## config.mk

```make
export PLATFORM = sky130hd
export DESIGN_NAME = irq_entry_seq
export DESIGN_NICKNAME = d
export VERILOG_FILES = /design/src/rtl/irq_entry_pkg.sv /design/src/rtl/irq_entry_sched.sv /design/src/rtl/irq_entry_ipl.sv /design/src/rtl/irq_entry_seq.sv
export SDC_FILE = /design/constraint.sdc
export NUM_CORES = 1
export LEC_CHECK = 0
export ABC_AREA = 1
export BUFFER_PORTS_ARGS = -buffer_cell sky130_fd_sc_hd__clkbuf_2
export CORE_MARGIN = 10
export CORE_UTILIZATION = 54
export DETAILED_ROUTE_END_ITERATION = 6
export PLACE_DENSITY = 0.79
export SLEW_MARGIN = 10
export SYNTH_ARGS = -nofsm -noshare
export SYNTH_HDL_FRONTEND = slang
export SYNTH_SLANG_ARGS = --single-unit
```

## constraint.sdc

```tcl
create_clock -name clk -period 3.95 [get_ports clk]
set_input_delay 0.395 -clock clk [delete_from_list [all_inputs] [get_ports clk]]
set_output_delay 0.395 -clock clk [all_outputs]
set_load 0.01 [all_outputs]
```

## src/rtl/irq_entry_pkg.sv

```systemverilog
// Shared class codes and cycle constants of the interrupt entry sequencer.
package irq_entry_pkg;
    typedef enum logic [2:0] {
        IC_MASKABLE   = 3'd0,
        IC_SOFTWARE   = 3'd1,
        IC_FORCED     = 3'd2,
        IC_ADDR_MATCH = 3'd3,
        IC_STEP       = 3'd4,
        IC_DEBUG      = 3'd5,
        IC_RSVD6      = 3'd6,
        IC_RSVD7      = 3'd7
    } irq_class_t;

    localparam int CNT_W       = 5;   // holds up to 22 cycles
    localparam int BASE_CYCLES = 18;

    // Extra cycles a class adds to the base sequence.
    function automatic logic [1:0] class_extra(irq_class_t c);
        case (c)
            IC_DEBUG:               return 2'd2;
            IC_ADDR_MATCH, IC_STEP: return 2'd1;
            default:                return 2'd0;
        endcase
    endfunction
endpackage

```

## src/rtl/irq_entry_sched.sv

```systemverilog
// Slot calculator: from the captured class, parity bits and bus width it
// derives the cycle of every bus access and the total length.
// Assumes the inputs are stable for the whole sequence (they are latched).
module irq_entry_sched
    import irq_entry_pkg::*;
(
    input  irq_class_t          cls,
    input  logic                vec_lsb,
    input  logic                sp_lsb,
    input  logic                byte_bus,
    output logic [CNT_W-1:0]    t_wr_hi,
    output logic [CNT_W-1:0]    t_wr_lo,
    output logic [CNT_W-1:0]    t_rd_lo,
    output logic [CNT_W-1:0]    t_rd_hi,
    output logic [CNT_W-1:0]    total
);
    logic [CNT_W-1:0] x, es, ev;

    // Stretch bits: the narrow bus always pays both, the wide bus pays parity.
    always_comb begin
        x  = CNT_W'(class_extra(cls));
        es = CNT_W'(byte_bus | sp_lsb);
        ev = CNT_W'(byte_bus | vec_lsb);
        t_wr_hi = CNT_W'(4) + x;
        t_wr_lo = CNT_W'(6) + x + es;
        t_rd_lo = CNT_W'(15) + x + es;
        t_rd_hi = CNT_W'(BASE_CYCLES - 1) + x + es + ev;
        total   = CNT_W'(BASE_CYCLES) + x + es + ev;
    end
endmodule

```

## src/rtl/irq_entry_ipl.sv

```systemverilog
// Priority level register: on load it applies the class rule
// (accepted level, forced all ones, or unchanged).
module irq_entry_ipl
    import irq_entry_pkg::*;
#(
    parameter int LW = 3
)(
    input  logic          clk,
    input  logic          rst_n,
    input  logic          load,
    input  irq_class_t    cls,
    input  logic [LW-1:0] level,
    output logic [LW-1:0] ipl
);
    // Update the level according to the class of the finishing sequence.
    always_ff @(posedge clk) begin
        if (!rst_n) begin
            ipl <= '0;
        end else if (load) begin
            case (cls)
                IC_MASKABLE: ipl <= level;
                IC_FORCED:   ipl <= '1;
                default:     ipl <= ipl;
            endcase
        end
    end
endmodule

```

## src/rtl/irq_entry_seq.sv

```systemverilog
// Interrupt entry sequencer top. Latches the request on accept, counts the
// sequence cycles, drives the bus slots from the schedule, and loads the
// new PC, SP and level so they appear in the done cycle.
// Assumes zero-wait reads: rdata_i is valid at the end of a read cycle.
module irq_entry_seq
    import irq_entry_pkg::*;
#(
    parameter int AW = 16,
    parameter int DW = 16,
    parameter int LW = 3
)(
    input  logic              clk,
    input  logic              rst_n,
    input  logic              accept_i,
    input  logic [2:0]        irq_class_i,
    input  logic [LW-1:0]     irq_level_i,
    input  logic [AW-1:0]     vec_addr_i,
    input  logic [AW-1:0]     sp_i,
    input  logic              byte_bus_i,
    input  logic [DW-1:0]     ret_pc_i,
    input  logic [DW-1:0]     flags_i,
    input  logic [DW-1:0]     rdata_i,
    output logic [AW-1:0]     addr_o,
    output logic [DW-1:0]     wdata_o,
    output logic              rd_o,
    output logic              wr_o,
    output logic              done_o,
    output logic [2*DW-1:0]   pc_o,
    output logic [AW-1:0]     sp_o,
    output logic [LW-1:0]     ipl_o
);
    irq_class_t       cls_q;
    logic [LW-1:0]    lvl_q;
    logic [AW-1:0]    vec_q, sp_q, spn_q;
    logic             byte_q, busy_q;
    logic [DW-1:0]    rpc_q, flg_q, vlo_q;
    logic [2*DW-1:0]  pc_q;
    logic [CNT_W-1:0] cnt_q;
    logic [CNT_W-1:0] t_wr_hi, t_wr_lo, t_rd_lo, t_rd_hi, total;
    logic             start, last, slot_info, slot_whi, slot_wlo, slot_rlo, slot_rhi;

    irq_entry_sched u_sched (
        .cls      (cls_q),
        .vec_lsb  (vec_q[0]),
        .sp_lsb   (sp_q[0]),
        .byte_bus (byte_q),
        .t_wr_hi  (t_wr_hi),
        .t_wr_lo  (t_wr_lo),
        .t_rd_lo  (t_rd_lo),
        .t_rd_hi  (t_rd_hi),
        .total    (total)
    );

    // Slot decode of the current cycle.
    always_comb begin
        start     = accept_i && !busy_q;
        last      = busy_q && (cnt_q == total);
        slot_info = busy_q && (cnt_q == CNT_W'(1));
        slot_whi  = busy_q && (cnt_q == t_wr_hi);
        slot_wlo  = busy_q && (cnt_q == t_wr_lo);
        slot_rlo  = busy_q && (cnt_q == t_rd_lo);
        slot_rhi  = busy_q && (cnt_q == t_rd_hi);
    end

    // Capture the request on acceptance; later accepts are ignored.
    always_ff @(posedge clk) begin
        if (!rst_n) begin
            cls_q  <= IC_MASKABLE;
            lvl_q  <= '0;
            vec_q  <= '0;
            sp_q   <= '0;
            byte_q <= 1'b0;
            rpc_q  <= '0;
            flg_q  <= '0;
        end else if (start) begin
            cls_q  <= irq_class_t'(irq_class_i);
            lvl_q  <= irq_level_i;
            vec_q  <= vec_addr_i;
            sp_q   <= sp_i;
            byte_q <= byte_bus_i;
            rpc_q  <= ret_pc_i;
            flg_q  <= flags_i;
        end
    end

    // Sequence cycle counter: 1 in the first cycle, total in the done cycle.
    always_ff @(posedge clk) begin
        if (!rst_n) begin
            busy_q <= 1'b0;
            cnt_q  <= '0;
        end else if (start) begin
            busy_q <= 1'b1;
            cnt_q  <= CNT_W'(1);
        end else if (last) begin
            busy_q <= 1'b0;
            cnt_q  <= '0;
        end else if (busy_q) begin
            cnt_q  <= cnt_q + CNT_W'(1);
        end
    end

    // Hold the low vector word, then form PC and SP for the done cycle.
    always_ff @(posedge clk) begin
        if (!rst_n) begin
            vlo_q <= '0;
            pc_q  <= '0;
            spn_q <= '0;
        end else begin
            if (slot_rlo) vlo_q <= rdata_i;
            if (slot_rhi) begin
                pc_q  <= {rdata_i, vlo_q};
                spn_q <= sp_q - AW'(4);
            end
        end
    end

    irq_entry_ipl #(.LW(LW)) u_ipl (
        .clk   (clk),
        .rst_n (rst_n),
        .load  (slot_rhi),
        .cls   (cls_q),
        .level (lvl_q),
        .ipl   (ipl_o)
    );

    // Bus drive: one defined access per slot, idle otherwise.
    always_comb begin
        rd_o    = slot_info || slot_rlo || slot_rhi;
        wr_o    = slot_whi || slot_wlo;
        addr_o  = '0;
        wdata_o = '0;
        if (slot_whi) begin
            addr_o  = sp_q - AW'(2);
            wdata_o = rpc_q;
        end else if (slot_wlo) begin
            addr_o  = sp_q - AW'(4);
            wdata_o = flg_q;
        end else if (slot_rlo) begin
            addr_o  = vec_q;
        end else if (slot_rhi) begin
            addr_o  = vec_q + AW'(2);
        end
    end

    assign done_o = last;
    assign pc_o   = pc_q;
    assign sp_o   = spn_q;
endmodule

```

==> out/results.ini, run 1 <==
[status]
status=completed

[drt]
num_vias=7329
first_pass_iters=5
ant_nets=0
viasPerCell=5.14
routedWlPerCell_um=14.9
drt_wl_total_um=21300
drc=0
drt_iter0_drc=593

[pwr]
seqPwrFrac_pct=45.2
ir_drop_v=0.000360
leakage_uw=0.00430
p_int_uw=2500
p_sw_uw=973
power_density_nw_per_um2=399
finalPower_uw=3470
combinationalPowerShare_pct=13.2
switching_share_pct=28.1
pwr-share-clk_pct=41.5

[timing]
max-slew-margin-rel_pct=35.4
drv_slew=0
rsz0062_at_grt=false
max_freq_ghz=0.272
period_needed_ns=3.67
hold_viol=0
period_share_pct=92.9
clock_skew_ns=0.00708
finalSetupViolations=0
tightest_slew_ns=0.970
tns_ns=0

[clock_tree]
clock_latency_ns=0.43
htree_levels=4
cts_tree=yes
cts-buffers-inserted=17
max-clock-path-buffers=2
cts_root_buf=clkbuf_16
cts.sinks=144
clk_pin_slew_ns=0.06

[synthesis]
yosysTopAreaCell=dfxtp_1
ys_top_cells_by_count=nor2_1, nand2_1, o21ai_0, dfxtp_1, inv_1
yosysMostFrequentCell=nor2_1
synthTopCellsByArea=dfxtp_1, nor2_1, nand2_1
syn_area_per_cell_um2=6.67
synth.top_cell.area_share_pct=39.8
ys_seq_area_share_pct=39.8
synth_cells=1086
synth_cell_types=33
synth_nets=1191
synth_ff_type=dfxtp_1
syn_area_um2=7250
ys_warn_count=0
async_flop_share_pct=0
ys_seq_elements=144
synth_edf_count=0

[floorplan]
ioPinCount=176
die_h_um=136
start_util_pct=54.9
die_x_um=136
core_area_um2=13200
die_area_um2=18500
rows=42

[cells_and_area]
syn_to_final_growth_pct=19.9
diodes=0
fin_util_pct=65.8
drive_above_1_share_pct=20.8
stdcell_area_um2=8680
nNetsFinal=1341

[placed_design]
hpwl_um=15600
gp_congestion=0.941
placed_area_um2=8110
portBuffers=175

[critical_path]
crit_path_max_fanout=7
start_kind=flop
required_ns=3.56
cp-end-kind=output pin
path_class=flop to output pin
critical_path_arrival_ns=3.28

[global_routing]
grt_max_degree=120
first_global_vias=6711
grt_antenna_before_repair=0
grt-ovfl-total=0
grtUsageTotal_pct=22.6
grt_pass1_wl_um=33700

[worst_hold_path]
hp-class=input port to flop

[flow_run]
cap_violations=0

[sequential cells by signal, indices dropped and copies added, names as in the netlist]
name       flops
pc_o          32
cnt_q          5
rpc_q         16
flg_q         16
vec_q         16
u_ipl.ipl      3
cls_q          3
byte_q         1
sp_q          16
lvl_q          3
busy_q         1
sp_o          16
vlo_q         16
[kinds of logic (layout without fill, tap and decap cells)]
group,Yosys count,in the layout,synth area share [%]
AOI/OAI and AO/OA,195,195,13.6
xor gates and xnor gates,21,21,2.64
adders and majority gates,15,15,2.80
buffers and inverters,135,298,8.46
DFF,144,144,39.8
and+or+nand+nor,576,576,32.7
[placed cells by master, fill, tap and decap left out, drive strengths merged]
| cell | n |
|---|---|
| a211oi | 1 |
| xnor2 | 2 |
| nand4 | 7 |
| dfxtp | 144 |
| a31oi | 4 |
| or2 | 2 |
| fa | 2 |
| o21ai | 153 |
| clkinvlp | 3 |
| ha | 13 |
| buf | 12 |
| nand2 | 224 |
| inv | 82 |
| nor3 | 6 |
| a21oi | 36 |
| nor2 | 288 |
| o211ai | 1 |
| clkinv | 8 |
| clkbuf | 193 |
| nand3 | 49 |
| xor2 | 19 |
[stage by stage]
stage / instances / worst slack (ns) / hold WS, ns
final: 1425 / 0.279 / 0.216
after global routing: 1425 / 0.00155 / 0.234
after CTS: 1425 / 0.0662 / 0.212
after detailed placement: 1390 / 0.425 / 0.461
after global placement: 1390 / 0.527 / 0.458
after floorplan: 1086 / 0.952 / 0.444
[worst paths after layout]
kind	start	to	slack [ns]	cells after the start
setup / recovery	cls_q[1]	addr_o[6]	0.28	19
hold / removal	flags_i[6]	flg_q[6]	0.22	3
setup reg to reg	cls_q[1]	sp_o[10]	0.69	17
hold reg to reg	vlo_q[2]	vlo_q[2]	0.48	2
[timing repair]
item                                    4_1_cts  5_1_grt
hold buffers                                  0        0
gates cloned                                  0        0
pin swaps                                     1        1
setup buffers                                 3        0
gates resized for setup                       0        7
endpoints found under the setup margin        2       24
[critical path, cell delays in order (launching register included)]
cell,delay (ns)
dfxtp_1,0.42
o21ai_1,0.11
nand2_1,0.11
inv_2,0.07
ha_4,0.29
inv_1,0.05
ha_1,0.18
inv_1,0.06
fa_1,0.43
nand2_1,0.11
inv_1,0.05
nor2_1,0.07
nand2_1,0.09
nor2_4,0.21
buf_4,0.18
nand3_1,0.07
nand2_1,0.09
nor2_1,0.04
nor2_1,0.08
clkbuf_2,0.14
[power by group through the flow]
| stage | logic, uW | registers (uW) | clock network [uW] |
|---|---|---|---|
| after floorplan | 330 | 1580 | 0 |
| after global placement | 441 | 1600 | 0 |
| after detailed placement | 447 | 1600 | 0 |
| after CTS | 449 | 1570 | 1460 |
| after global routing | 523 | 1580 | 1520 |
| final | 459 | 1570 | 1440 |
[cell type report]
class / count / area, um^2
fillers: 1229 / 4510
inverters: 80 / 305
clock inverters: 13 / 87.6
well taps: 176 / 220
multi-input cells: 807 / 3770
flip-flops and latches: 144 / 2890
repair buffers: 186 / 973
clock buffers: 19 / 443
[routing by layer]
layer	share of wire (%)	vias to the layer above	track usage, %
li1	-	3741	-
met1	43	3286	28.3
met2	46	279	36.3
met3	9.0	23	6.94
met4	1.7	0	7.30
met5	0	-	0
Power figures use the tool's default switching activity.
==> run 2, diff against run 1 <==
--- a/config.mk
+++ b/config.mk
@@ -7,8 +7,10 @@
 export LEC_CHECK = 0
 export ABC_AREA = 1
 export BUFFER_PORTS_ARGS = -buffer_cell sky130_fd_sc_hd__clkbuf_2
+export CELL_PAD_IN_SITES_DETAIL_PLACEMENT = 1
+export CELL_PAD_IN_SITES_GLOBAL_PLACEMENT = 2
 export CORE_MARGIN = 10
-export CORE_UTILIZATION = 54
+export CORE_UTILIZATION = 29
 export DETAILED_ROUTE_END_ITERATION = 6
 export PLACE_DENSITY = 0.79
 export SLEW_MARGIN = 10
==> out/results.ini, run 2 (same netlist as run 1, synthesis figures left out) <==
[cells_and_area]
nNetsFinal=1342  ; +0.075%
final-seq-area_um2=2890  ; about the same
fillers=3197  ; +160%
layout_commonest_cell=nor2_1
most-common-layout-cells=nor2_1, nand2_1, clkbuf_2, o21ai_0, dfxtp_1
largest_reg_flops=32  ; unchanged
syn_to_final_growth_pct=23.3
drive_above_1_share_pct=20.9  ; +0.063 points
multi_input_area_um2=3760  ; -0.13%

[floorplan]
core_area_um2=24500  ; +85%
ioPinCount=176  ; unchanged
rows=57  ; +36%
die_area_um2=31700  ; +72%
die_h_um=178  ; +31%
die_x_um=178  ; +31%
start_util_pct=29.6  ; -25 points

[placed_design]
gp_congestion=0.860  ; -8.6%
pre_cts_ws_ns=0.445  ; +0.0200 ns
portBuffers=175  ; unchanged
hpwl_um=19800  ; +27%

[critical_path]
required_ns=3.56  ; about the same
r2r-start=cls_q[2]
crit_path_max_fanout=11  ; +4
start_kind=flop
cp_slowest_cell=fa_1
worstPathBufferInverterCount=7  ; +1
cp_common_cell=nand2_1
crit_family=simple AND/OR/NAND/NOR gates
worstReg2RegEnd=u_ipl.ipl[2]
cp.depth=20  ; +1
rr_worst_depth=19  ; +2
path_cells=inv_2 -> nand2_1 -> nand2_1 -> inv_2 -> ha_4 -> inv_1 -> ha_1 -> inv_1 -> fa_1 -> nand2_1 -> inv_1 -> nor2_1 -> nand2_1 -> nor2_4 -> buf_12 -> nand4_1 -> nand2_1 -> nand2_1 -> nand2_1 -> clkbuf_2
cp_slowest_stage_delay_ns=0.44  ; about the same
critical_path_arrival_ns=3.31  ; +0.03 ns
path_class=flop to output pin
worst-r2r-setup-slack_ns=0.70  ; about the same
cp-end-kind=output pin

[timing]
rsz0062_at_grt=false
hold_viol=0  ; unchanged
hold_slack_ns=0.216  ; +0.00000800 ns
max_freq_ghz=0.270  ; -1.0%
setup_ws_ns=0.241  ; -0.0378 ns
period_share_pct=93.9  ; +0.96 points
max-slew-margin-rel_pct=31.5  ; -3.8 points
finalSetupViolations=0  ; unchanged
clock_skew_ns=0.0108  ; +0.00375 ns
tightest_slew_ns=1.03  ; +0.0577 ns
tns_ns=0  ; unchanged
period_needed_ns=3.71  ; +0.0378 ns
drv_slew=0  ; unchanged

[pwr]
finalPower_uw=3650  ; +5.2%
leakage_uw=0.00432  ; +0.46%
power_density_nw_per_um2=408  ; +2.2%
ir_drop_v=0.000240  ; -33%

[drt]
viasPerCell=4.64  ; -9.8%
num_vias=7310  ; -0.26%
routedWlPerCell_um=16.6  ; +12%
ant_nets=0  ; unchanged
drt_iter0_drc=335  ; -44%
first_pass_iters=4  ; -1
drt_wl_total_um=26200  ; +23%
drc=0  ; unchanged

[global_routing]
grt_antenna_before_repair=0  ; unchanged
grtUsageTotal_pct=16.2  ; -6.4 points
grt-ovfl-total=0  ; unchanged
grt_pass1_wl_um=40600  ; +20%
first_global_vias=7449  ; +11%
grt_max_degree=117  ; -2.5%

[clock_tree]
cts_tree=yes
clk_pin_slew_ns=0.07  ; about the same
holdBufCountCts=0  ; unchanged
cts.sinks=144  ; unchanged
htree_levels=4  ; unchanged
clock_latency_ns=0.43  ; about the same
max-clock-path-buffers=2  ; unchanged
cts_root_buf=clkbuf_16
cts-buffers-inserted=17  ; unchanged

[worst_hold_path]
hold_start=ret_pc_i[6]
hold_path_end=rpc_q[6]
min_path_cells=3  ; unchanged
hp-class=input port to flop

[flow_run]
cap_violations=0  ; unchanged

[status]
status=completed

==> run 2: cell type report <==
type	instances	share of cell area, %
antenna	1	0.0280
clock buffer	18	4.80
clock inverter	14	1.62
inverter	80	3.42
multi-input combinational	807	42.1
sequential	144	32.3
tap	324	4.54
timing repair buffer	187	11.2
==> run 2: worst max-delay path by stage <==
stage / start / to / slack (ns)
3_5_place_dp: cls_q[1] / addr_o[15] / 0.45
3_3_place_gp: cls_q[1] / addr_o[15] / 0.51
6_report: cls_q[2] / addr_o[10] / 0.24
2_1_floorplan: cls_q[0] / addr_o[0] / 0.95
5_1_grt: cls_q[1] / addr_o[10] / 0.002
4_1_cts: cls_q[0] / addr_o[10] / 0.002
==> run 2: layer usage <==
| layer | vias to the layer above | track usage [%] | wire length, um |
|---|---|---|---|
| li1 | 3740 | - | - |
| met1 | 3401 | 20.6 | 12400 |
| met2 | 156 | 26.3 | 11900 |
| met3 | 13 | 4.82 | 1600 |
| met4 | 0 | 3.89 | 265 |
| met5 | - | 0 | 0 |
==> run 2: tightest hold or removal path, cell delays in order <==
cell and delay [ns]:
clkbuf_2 0.07, o21ai_0 0.07, nor2_1 0.07
==> run 2: where the power goes <==
group	switching, uW	total (uW)	internal (uW)
clock	713	1600	890
combinational	308	476	167
sequential	59.0	1570	1510
==> run 2: through the flow <==
step	cells	utilization, %	area (um^2)
detailed placement	1540	33.9	8300
finish	1575	36.5	8940
global route	1574	36.5	8930
global placement	1540	33.9	8300
floorplan	1086	-	7250
CTS	1572	36.3	8880
==> run 2: repair_timing <==
action | in CTS | in global routing
endpoints found under the setup margin | 5 | 19
cloned | 0 | 1
buffers inserted | 0 | 1
pin swaps | 0 | 2
resized for setup | 2 | 8
